File: src/rtl/rgb_tg_pkg.sv
package rgb_tg_pkg;
  typedef enum logic [1:0] {
    PH_SYNC  = 2'd0,
    PH_BACK  = 2'd1,
    PH_ACT   = 2'd2,
    PH_FRONT = 2'd3
  } phase_e;
endpackage

File: src/rtl/rgb_tg_clkdiv.sv
module rgb_tg_clkdiv #(
  parameter int DW = 8
) (
  input  logic          clk_i,
  input  logic          rst_ni,
  input  logic          en_i,
  input  logic [DW-1:0] div_m1_i,
  output logic          tick_o
);
  logic [DW-1:0] cnt_q;
  logic bypass, at_top;

  assign bypass = (div_m1_i == '0);
  assign at_top = (cnt_q >= div_m1_i);
  assign tick_o = en_i & (bypass | at_top);

  always_ff @(posedge clk_i or negedge rst_ni) begin
    if (!rst_ni)                 cnt_q <= '0;
    else if (!en_i)              cnt_q <= '0;
    else if (bypass || at_top)   cnt_q <= '0;
    else                         cnt_q <= cnt_q + DW'(1);
  end

  // a divided strobe never repeats on the next cycle
  p_div_gap_r5: assert property (@(posedge clk_i) disable iff (!rst_ni)
    (tick_o && div_m1_i != '0) |=> (!tick_o || div_m1_i == '0));
endmodule

File: src/rtl/rgb_tg_axis.sv
module rgb_tg_axis
  import rgb_tg_pkg::*;
#(
  parameter int PW = 8,
  parameter int AW = 11,
  parameter int CW = 12
) (
  input  logic          clk_i,
  input  logic          rst_ni,
  input  logic          clr_i,
  input  logic          step_i,
  input  logic [PW-1:0] sync_m1_i,
  input  logic [PW-1:0] back_m1_i,
  input  logic [AW-1:0] act_m1_i,
  input  logic [PW-1:0] front_m1_i,
  output logic [CW-1:0] cnt_o,
  output logic          last_o,
  output phase_e        phase_o
);
  logic [CW-1:0] cnt_q, end_sync, end_back, end_act, last_idx;

  assign end_sync = CW'(sync_m1_i) + CW'(1);
  assign end_back = end_sync + CW'(back_m1_i) + CW'(1);
  assign end_act  = end_back + CW'(act_m1_i) + CW'(1);
  assign last_idx = end_act + CW'(front_m1_i);
  assign last_o   = (cnt_q >= last_idx);
  assign cnt_o    = cnt_q;

  always_comb begin
    if (cnt_q < end_sync)      phase_o = PH_SYNC;
    else if (cnt_q < end_back) phase_o = PH_BACK;
    else if (cnt_q < end_act)  phase_o = PH_ACT;
    else                       phase_o = PH_FRONT;
  end

  always_ff @(posedge clk_i or negedge rst_ni) begin
    if (!rst_ni)      cnt_q <= '0;
    else if (clr_i)   cnt_q <= '0;
    else if (step_i)  cnt_q <= last_o ? '0 : cnt_q + CW'(1);
  end

  // stepping past the last position returns to the sync phase
  p_wrap_r1: assert property (@(posedge clk_i) disable iff (!rst_ni)
    (step_i && last_o && !clr_i) |=> (cnt_q == '0 && phase_o == PH_SYNC));
endmodule

File: src/rtl/rgb_panel_timing.sv
module rgb_panel_timing
  import rgb_tg_pkg::*;
#(
  parameter int DW = 8,
  parameter int PW = 8,
  parameter int AW = 11,
  localparam int CW = $clog2((1 << AW) + 3 * (1 << PW))
) (
  input  logic          clk_i,
  input  logic          rst_ni,
  input  logic          run_i,
  input  logic          frame_en_i,
  input  logic [DW-1:0] div_m1_i,
  input  logic [PW-1:0] h_sync_m1_i,
  input  logic [PW-1:0] h_back_m1_i,
  input  logic [AW-1:0] h_act_m1_i,
  input  logic [PW-1:0] h_front_m1_i,
  input  logic [PW-1:0] v_sync_m1_i,
  input  logic [PW-1:0] v_back_m1_i,
  input  logic [AW-1:0] v_act_m1_i,
  input  logic [PW-1:0] v_front_m1_i,
  input  logic          inv_hsync_i,
  input  logic          inv_vsync_i,
  input  logic          inv_den_i,
  input  logic          inv_pclk_i,
  input  logic          irq_clr_i,
  output logic          hsync_o,
  output logic          vsync_o,
  output logic          den_o,
  output logic          pclk_o,
  output logic [CW-1:0] pix_x_o,
  output logic [CW-1:0] line_y_o,
  output logic          irq_o
);
  logic en, tick, h_last, v_last, v_step, irq_set, irq_q;
  logic hs_raw, vs_raw, de_raw;
  logic [CW-1:0] h_cnt, v_cnt;
  phase_e h_ph, v_ph;

  assign en     = run_i & frame_en_i;
  assign v_step = tick & h_last;

  rgb_tg_clkdiv #(.DW(DW)) u_div (
    .clk_i(clk_i), .rst_ni(rst_ni), .en_i(en), .div_m1_i(div_m1_i), .tick_o(tick)
  );

  rgb_tg_axis #(.PW(PW), .AW(AW), .CW(CW)) u_h (
    .clk_i(clk_i), .rst_ni(rst_ni), .clr_i(!en), .step_i(tick),
    .sync_m1_i(h_sync_m1_i), .back_m1_i(h_back_m1_i),
    .act_m1_i(h_act_m1_i), .front_m1_i(h_front_m1_i),
    .cnt_o(h_cnt), .last_o(h_last), .phase_o(h_ph)
  );

  rgb_tg_axis #(.PW(PW), .AW(AW), .CW(CW)) u_v (
    .clk_i(clk_i), .rst_ni(rst_ni), .clr_i(!en), .step_i(v_step),
    .sync_m1_i(v_sync_m1_i), .back_m1_i(v_back_m1_i),
    .act_m1_i(v_act_m1_i), .front_m1_i(v_front_m1_i),
    .cnt_o(v_cnt), .last_o(v_last), .phase_o(v_ph)
  );

  assign hs_raw = en & (h_ph == PH_SYNC);
  assign vs_raw = en & (v_ph == PH_SYNC);
  assign de_raw = en & (h_ph == PH_ACT) & (v_ph == PH_ACT);

  // frame flag: first pixel step of vertical sync
  assign irq_set = tick & (h_cnt == '0) & (v_cnt == '0);

  always_ff @(posedge clk_i or negedge rst_ni) begin
    if (!rst_ni)        irq_q <= 1'b0;
    else if (irq_set)   irq_q <= 1'b1;
    else if (irq_clr_i) irq_q <= 1'b0;
  end

  assign hsync_o  = hs_raw ^ inv_hsync_i;
  assign vsync_o  = vs_raw ^ inv_vsync_i;
  assign den_o    = de_raw ^ inv_den_i;
  assign pclk_o   = tick   ^ inv_pclk_i;
  assign pix_x_o  = h_cnt;
  assign line_y_o = v_cnt;
  assign irq_o    = irq_q;

  p_den_excl_sync_r3: assert property (@(posedge clk_i) disable iff (!rst_ni)
    de_raw |-> (!hs_raw && !vs_raw));

  p_irq_clr_r7: assert property (@(posedge clk_i) disable iff (!rst_ni)
    (irq_clr_i && !irq_set) |=> !irq_q);

  p_stop_restart_r8: assert property (@(posedge clk_i) disable iff (!rst_ni)
    !en |=> (h_cnt == '0 && v_cnt == '0));

  p_frame_wrap_r2: assert property (@(posedge clk_i) disable iff (!rst_ni)
    (en && v_step && v_last) |=> (v_cnt == '0 || !en));
endmodule

File: config.mk
export PLATFORM = sky130hd
export DESIGN_NAME = rgb_panel_timing
export DESIGN_NICKNAME = d
export VERILOG_FILES = /design/src/rtl/rgb_tg_pkg.sv /design/src/rtl/rgb_tg_clkdiv.sv /design/src/rtl/rgb_tg_axis.sv /design/src/rtl/rgb_panel_timing.sv
export SDC_FILE = /design/constraint.sdc
export NUM_CORES = 1
export LEC_CHECK = 0
export BUFFER_PORTS_ARGS = -buffer_cell sky130_fd_sc_hd__buf_2
export CAP_MARGIN = 10
export CORE_ASPECT_RATIO = 1.1
export CORE_MARGIN = 2
export CORE_UTILIZATION = 53
export CTS_CLUSTER_DIAMETER = 50
export DETAILED_ROUTE_END_ITERATION = 12
export MAX_ROUTING_LAYER = met4
export PLACE_DENSITY = 0.79
export SETUP_SLACK_MARGIN = 0.3
export SKIP_LAST_GASP = 1
export SLEW_MARGIN = 10
export SYNTH_ARGS = -nofsm -noshare
export SYNTH_HDL_FRONTEND = slang
export SYNTH_HIERARCHICAL = 1
export SYNTH_SLANG_ARGS = --single-unit
File: constraint.sdc
create_clock -name clk_i -period 4.5 [get_ports clk_i]
set_input_delay 0 -clock clk_i [delete_from_list [all_inputs] [get_ports clk_i]]
set_output_delay 0 -clock clk_i [all_outputs]
set_load 0.02 [all_outputs]
-- Yosys cells after proc, flatten, opt, wreduce, memory -nomap -nowiden
Index checks and enable logic that the tools add are counted.
- flip-flop bits (word level): 33
- latch bits: 0
- RAM bits: 0
- ROM bits: 0
- input port bits: 87
- output and inout port bits: 29
- word-level logic and storage cells: 69
- memories kept: 0
- add/sub/neg operators: 15
- multipliers: 0
- div/mod/pow operators: 0
- order comparisons: 9
- equality and inequality tests: 4
- shift-type cells: 0
- muxes and demuxes: 16
- bitwise operators: 14
- reductions and logical operators: 7
- operator list (cell ; count):
    12-bit by 1-bit adder with 12-bit output (second input constant) ; 6
    12-bit less-than comparator ; 6
    12-bit two-way mux ; 6
    12-bit by 8-bit adder with 12-bit output ; 4
    12-bit by 11-bit adder with 12-bit output ; 2
    12-bit >= comparator ; 2
    12-bit logical NOT ; 2
    8-bit by 1-bit adder with 9-bit output (second input constant) ; 2
    8-bit two-way mux ; 2
    1-bit bitwise AND ; 9
    8-bit by 1-bit adder with 8-bit output (second input constant) ; 1
    8-bit >= comparator ; 1
    8-bit logical NOT ; 1
    2-bit two-way mux ; 4
    2-bit equality test (second input constant) ; 2
    2-bit logical NOT ; 2
    1-bit two-way mux ; 4
    2-bit by 1-bit != test with 1-bit output (second input constant) ; 2
    1-bit bitwise XOR ; 4
    2-bit nonzero test ; 1
    1-bit logical OR ; 1
    1-bit OR ; 1

-- Logic depth before layout (Yosys ltp)
- word-level depth: 13
- depth in mapped cells: 31
- depth with buffers taken out: 30

-- Modules after synthesis
Netlist, hierarchy kept.
- by module, submodules not included (module ; instances ; cells each ; area each (µm²) ; seq. area each (µm²)):
    rgb_tg_axis (u_v) ; 1 ; 356 ; 2851.5 ; 300.3
    rgb_tg_axis (u_h) ; 1 ; 356 ; 2826.5 ; 300.3
    rgb_tg_clkdiv ; 1 ; 61 ; 599.3 ; 200.2
    rgb_panel_timing ; 1 ; 23 ; 181.4 ; 25.0

-- Least setup slack after synthesis
Ideal clock, no wire load.
- path type: input -> register
- start: input v_sync_m1_i[0]
- end: register u_v.cnt_q[11], in the netlist u_v/cnt_o[11]
- library setup time: 0.066 ns
- data arrival time: 4.744 ns
- data required time: 4.434 ns
- setup slack: -0.310 ns
- stages: 26
- buffers on the path: 1
- cells stage by stage: ha_1 > fa_1 > nand2_1 > nand2_1 > a21oi_1 > nor2b_1 > o21a_1 > nor2_1 > xnor2_1 > ha_1 > a21oi_1 > o21ai_0 > xor2_1 > ha_1 > or3_1 > o21ai_0 > nor3_2 > xor2_1 > ha_1 > a21o_1 > a21oi_1 > nand3b_1 > a21oi_1 > buf_2 > a21o_1 > a22o_1
- cells in the longest elaborated chain, start to end: 10
- ends and longest elaborated chain (element ; RTL line ; text):
    start, declared ; rgb_panel_timing.sv:18 ; input logic [PW-1:0] v_sync_m1_i,
    8-bit by 1-bit adder with 9-bit output ; rgb_tg_axis.sv:22 ; assign end_sync = CW'(sync_m1_i) + CW'(1);
    12-bit by 8-bit adder with 12-bit output ; rgb_tg_axis.sv:23 ; assign end_back = end_sync + CW'(back_m1_i) + CW'(1);
    12-bit by 1-bit adder with 12-bit output ; rgb_tg_axis.sv:23 ;
    12-bit by 11-bit adder with 12-bit output ; rgb_tg_axis.sv:24 ; assign end_act = end_back + CW'(act_m1_i) + CW'(1);
    12-bit by 1-bit adder with 12-bit output ; rgb_tg_axis.sv:24 ;
    12-bit by 8-bit adder with 12-bit output ; rgb_tg_axis.sv:25 ; assign last_idx = end_act + CW'(front_m1_i);
    12-bit >= comparator ; rgb_tg_axis.sv:26 ; assign last_o = (cnt_q >= last_idx);
    12-bit two-way mux (2 in a row) ; rgb_tg_axis.sv:39 ; else if (step_i) cnt_q <= last_o ? '0 : cnt_q + CW'(1);
    12-bit two-way mux ; rgb_tg_axis.sv:38 ; else if (clr_i) cnt_q <= '0;
    end signal, assigned ; rgb_tg_axis.sv:39 ;
    end, declared ; rgb_tg_axis.sv:20 ; logic [CW-1:0] cnt_q, end_sync, end_back, end_act, last_idx;
Every way passes these cells. The select of a mux whose other input is x is not followed.
A chain may end at the register's enable or synchronous reset.

-- Worst setup path after layout
- start: input h_sync_m1_i[0]
- end: register u_v.cnt_q[11], in the netlist u_v/cnt_o[11]
- cells in the longest elaborated chain, start to end: 9
- ends and longest elaborated chain (element ; RTL line ; text):
    start, declared ; rgb_panel_timing.sv:14 ; input logic [PW-1:0] h_sync_m1_i,
    8-bit by 1-bit adder with 9-bit output ; rgb_tg_axis.sv:22 ;
    12-bit by 8-bit adder with 12-bit output ; rgb_tg_axis.sv:23 ;
    12-bit by 1-bit adder with 12-bit output ; rgb_tg_axis.sv:23 ;
    12-bit by 11-bit adder with 12-bit output ; rgb_tg_axis.sv:24 ;
    12-bit by 1-bit adder with 12-bit output ; rgb_tg_axis.sv:24 ;
    12-bit by 8-bit adder with 12-bit output ; rgb_tg_axis.sv:25 ;
    12-bit >= comparator ; rgb_tg_axis.sv:26 ;
    via h_last ; rgb_panel_timing.sv:35 ; logic en, tick, h_last, v_last, v_step, irq_set, irq_q;
    1-bit bitwise AND ; rgb_panel_timing.sv:41 ; assign v_step = tick & h_last;
    via v_step ; rgb_panel_timing.sv:35 ;
    2-bit by 1-bit != test with 1-bit output (no source line) ; -- ;
The timed path passes the listed nets, and every way through them passes these cells.

==> reports/metrics.csv <==
metric,value,unit
"Reg clk slew, reported paths",0.05,ns
via count,7193,
Final Worst Setup Slack,-0.379,ns
"Data required, critical path",4.66,ns
Least-Margin Pin Slew,0.810,ns
fmax,0.205,GHz
clk buf depth,2,
CP top delay family,compound AO/OA/AOI/OAI gates,
hold depth,3,
Congestion Overflow GR,0,
DR top layer,met4,
critical path's largest stage delay,0.39,ns
min cycle time layout,4.88,ns
met1 wire length,8.13,mm
Die Wd,109,µm
max-cap viol count,0,
Setup-failing EPs final,27,
I/O pin cnt,116,
FF-to-FF setup slack,1.68,ns
Antenna Cells,0,
Initial Utilization,53.8,%
vias in the first global route,6863,
hold wc startpoint,inv_pclk_i,
Rows,42,
violated checks,negative setup slack,
Fin. Hold Viols,0,
status,finished with violations,
CORE AREA,0.0120,mm²
pre-CTS setup slack,-0.666,ns
final wirelength,21.6,mm
Syn Nets,1038,
pwr dens,324,mW/mm²
mapped cell area,0.00645,mm²
post-route clock skew,0.00710,ns
WL met2,11.3,mm
first-pass GRT wire length,30.4,mm
RSZ-0062 raised after global routing,yes,
Crit Path Category,in2reg,
CTS tree,yes,
layout cells sized above 1,38.7,%
Yosys warning total,6,
Slew headroom,45.8,%
final design utilization,78.7,%
total power,3.06,mW
Die Span Y,120,µm
Clock Sink Count,33,
final antenna-violating net count,0,
Syn Area/Cell,8.12,µm²
CP Buf/Inv Count,3,
DRT Pass-1 Iters,5,
maximum VDD drop,323,µV
routability congestion estimate,0.898,
clk_lat worst skew,0.27,ns
Residual DRC,0,
First DRT Iteration DRCs,463,
Global Route Usage Sum,29.2,%
CP max stage cell,o311a_1,
CTS HTree Levels,2,
DR WL met3,1.10,mm
post-route setup TNS,-6.97,ns
reg-to-reg endpoint,u_v/cnt_o[11]$_DFFE_PN0P_,
Critical Path Start Type,input pin,
final period utilization,108,%
vias per inst,5.86,
Nets,1317,
Gate Count Post-Synth,794,
Lkg Pwr,4.93,nW
Hold Path Class,in2out,
antenna violations before repair,0,
largest net degree at the start of global routing,34,
Root Driver,clkbuf_16,
synthesis-to-finish area growth,46.2,%
Crit. End Element,register,
IO Port Bufs,115,
Die Footprint,0.0131,mm²
Routed wire per std cell,17.6,µm
total CTS buffers,5,
FF-to-FF path depth,14,
Max Slew Vio Count,0,
WP data arrival,5.04,ns
CP Max Fanout,8,
hold path endpoint,pclk_o,
worst r2r src,u_h/cnt_o[5]$_DFFE_PN0P_,
dpl hpwl,14.4,mm
-- placed cells by master, fill, tap and decap left out, types with 4 or more instances in the layout --
cell       instances
buf_4            148
ha_1             132
buf_2            109
inv_1             76
nor2_1            54
nand2_1           45
dfrtp_1           33
nand3_1           32
a21oi_1           31
xnor2_1           26
o21ai_0           22
xor2_1            20
a21oi_2           20
o21ai_1           18
a21o_1            18
and3_1            16
nor3_1            15
buf_6             15
ha_4              15
xor2_2            10
o21a_1            10
o21ai_2           10
nand2b_1          10
xnor2_2           10
nor2b_1           10
nor4_1             8
a22o_1             8
mux2i_1            8
nand4_1            7
a211oi_1           7
nand2_2            6
o211ai_1           6
clkbuf_16          5
and4_1             5
and2_1             4
or2_1              4
a21oi_4            4
or3_1              4
fa_1               4
ha_2               4
-- layout make-up --
class                   instances  area (µm²)
clock buffers                   7         143
well taps                     154         193
flip-flops and latches         33         826
repair buffers                277        1890
fillers                       768        2550
inverters                      80         303
multi-input cells             676        6080
-- report_power, final --
part           internal [mW]  switching, mW
registers              0.298       0.000961
clock network          0.217          0.111
logic                   1.24           1.19
total                   1.76           1.30
-- routing by layer --
layer / track usage, % / vias up
li1: - / 3404
met1: 32.7 / 3381
met2: 53.1 / 317
met3: 3.26 / 91
met4: 10.4 / 0
met5: - / -
-- metrics by stage --
step / instances / cell area [µm²] / hold WS, ns
6_report: 1227 / 9430 / 0.279
5_1_grt: 1227 / 9430 / 0.303
4_1_cts: 1210 / 8920 / 0.283
3_5_place_dp: 1184 / 8290 / 0.114
3_3_place_gp: 1184 / 8290 / 0.115
2_1_floorplan: 794 / 6600 / -0.296
-- worst register-to-register path, stage by stage (launching register included) --
cell	delay, ns
dfrtp_1	0.66
ha_1	0.34
a21o_1	0.17
a21o_1	0.17
a21oi_1	0.18
o31ai_2	0.10
buf_4	0.16
nand2_1	0.06
nand2_1	0.05
and2_4	0.14
nand3b_1	0.13
a21oi_4	0.07
buf_6	0.15
a21o_1	0.16
a22o_1	0.18
-- state kept, by name (all words and copies together) (netlist names) --
name         count
u_h/cnt_o       12
u_v/cnt_o       12
u_div/cnt_q      8
irq_o            1
-- worst max-delay path by stage --
stage                     slack, ns      startpoint  cells after the start                   endpoint
after detailed placement      -0.67  h_sync_m1_i[0]                     28   u_v/cnt_o[2]$_DFFE_PN0P_
after global placement        -0.50  h_sync_m1_i[0]                     28   u_v/cnt_o[3]$_DFFE_PN0P_
after global routing          -0.52  h_sync_m1_i[0]                     28  u_v/cnt_o[11]$_DFFE_PN0P_
final                         -0.38  h_sync_m1_i[0]                     28  u_v/cnt_o[11]$_DFFE_PN0P_
after CTS                     -0.18  v_sync_m1_i[0]                     26                      den_o
after floorplan               -0.05  h_sync_m1_i[0]                     28  u_v/cnt_o[11]$_DFFE_PN0P_
-- repair_timing --
action | 4_1_cts | 5_1_grt
endpoints found under the hold margin | 34 | 0
buffers inserted | 16 | 17
pin swaps | 58 | 47
resized for setup | 74 | 66
endpoints found under the setup margin | 27 | 27
gates cloned | 1 | 0
hold buffers | 2 | 0
(Power assumes the default switching activity.)
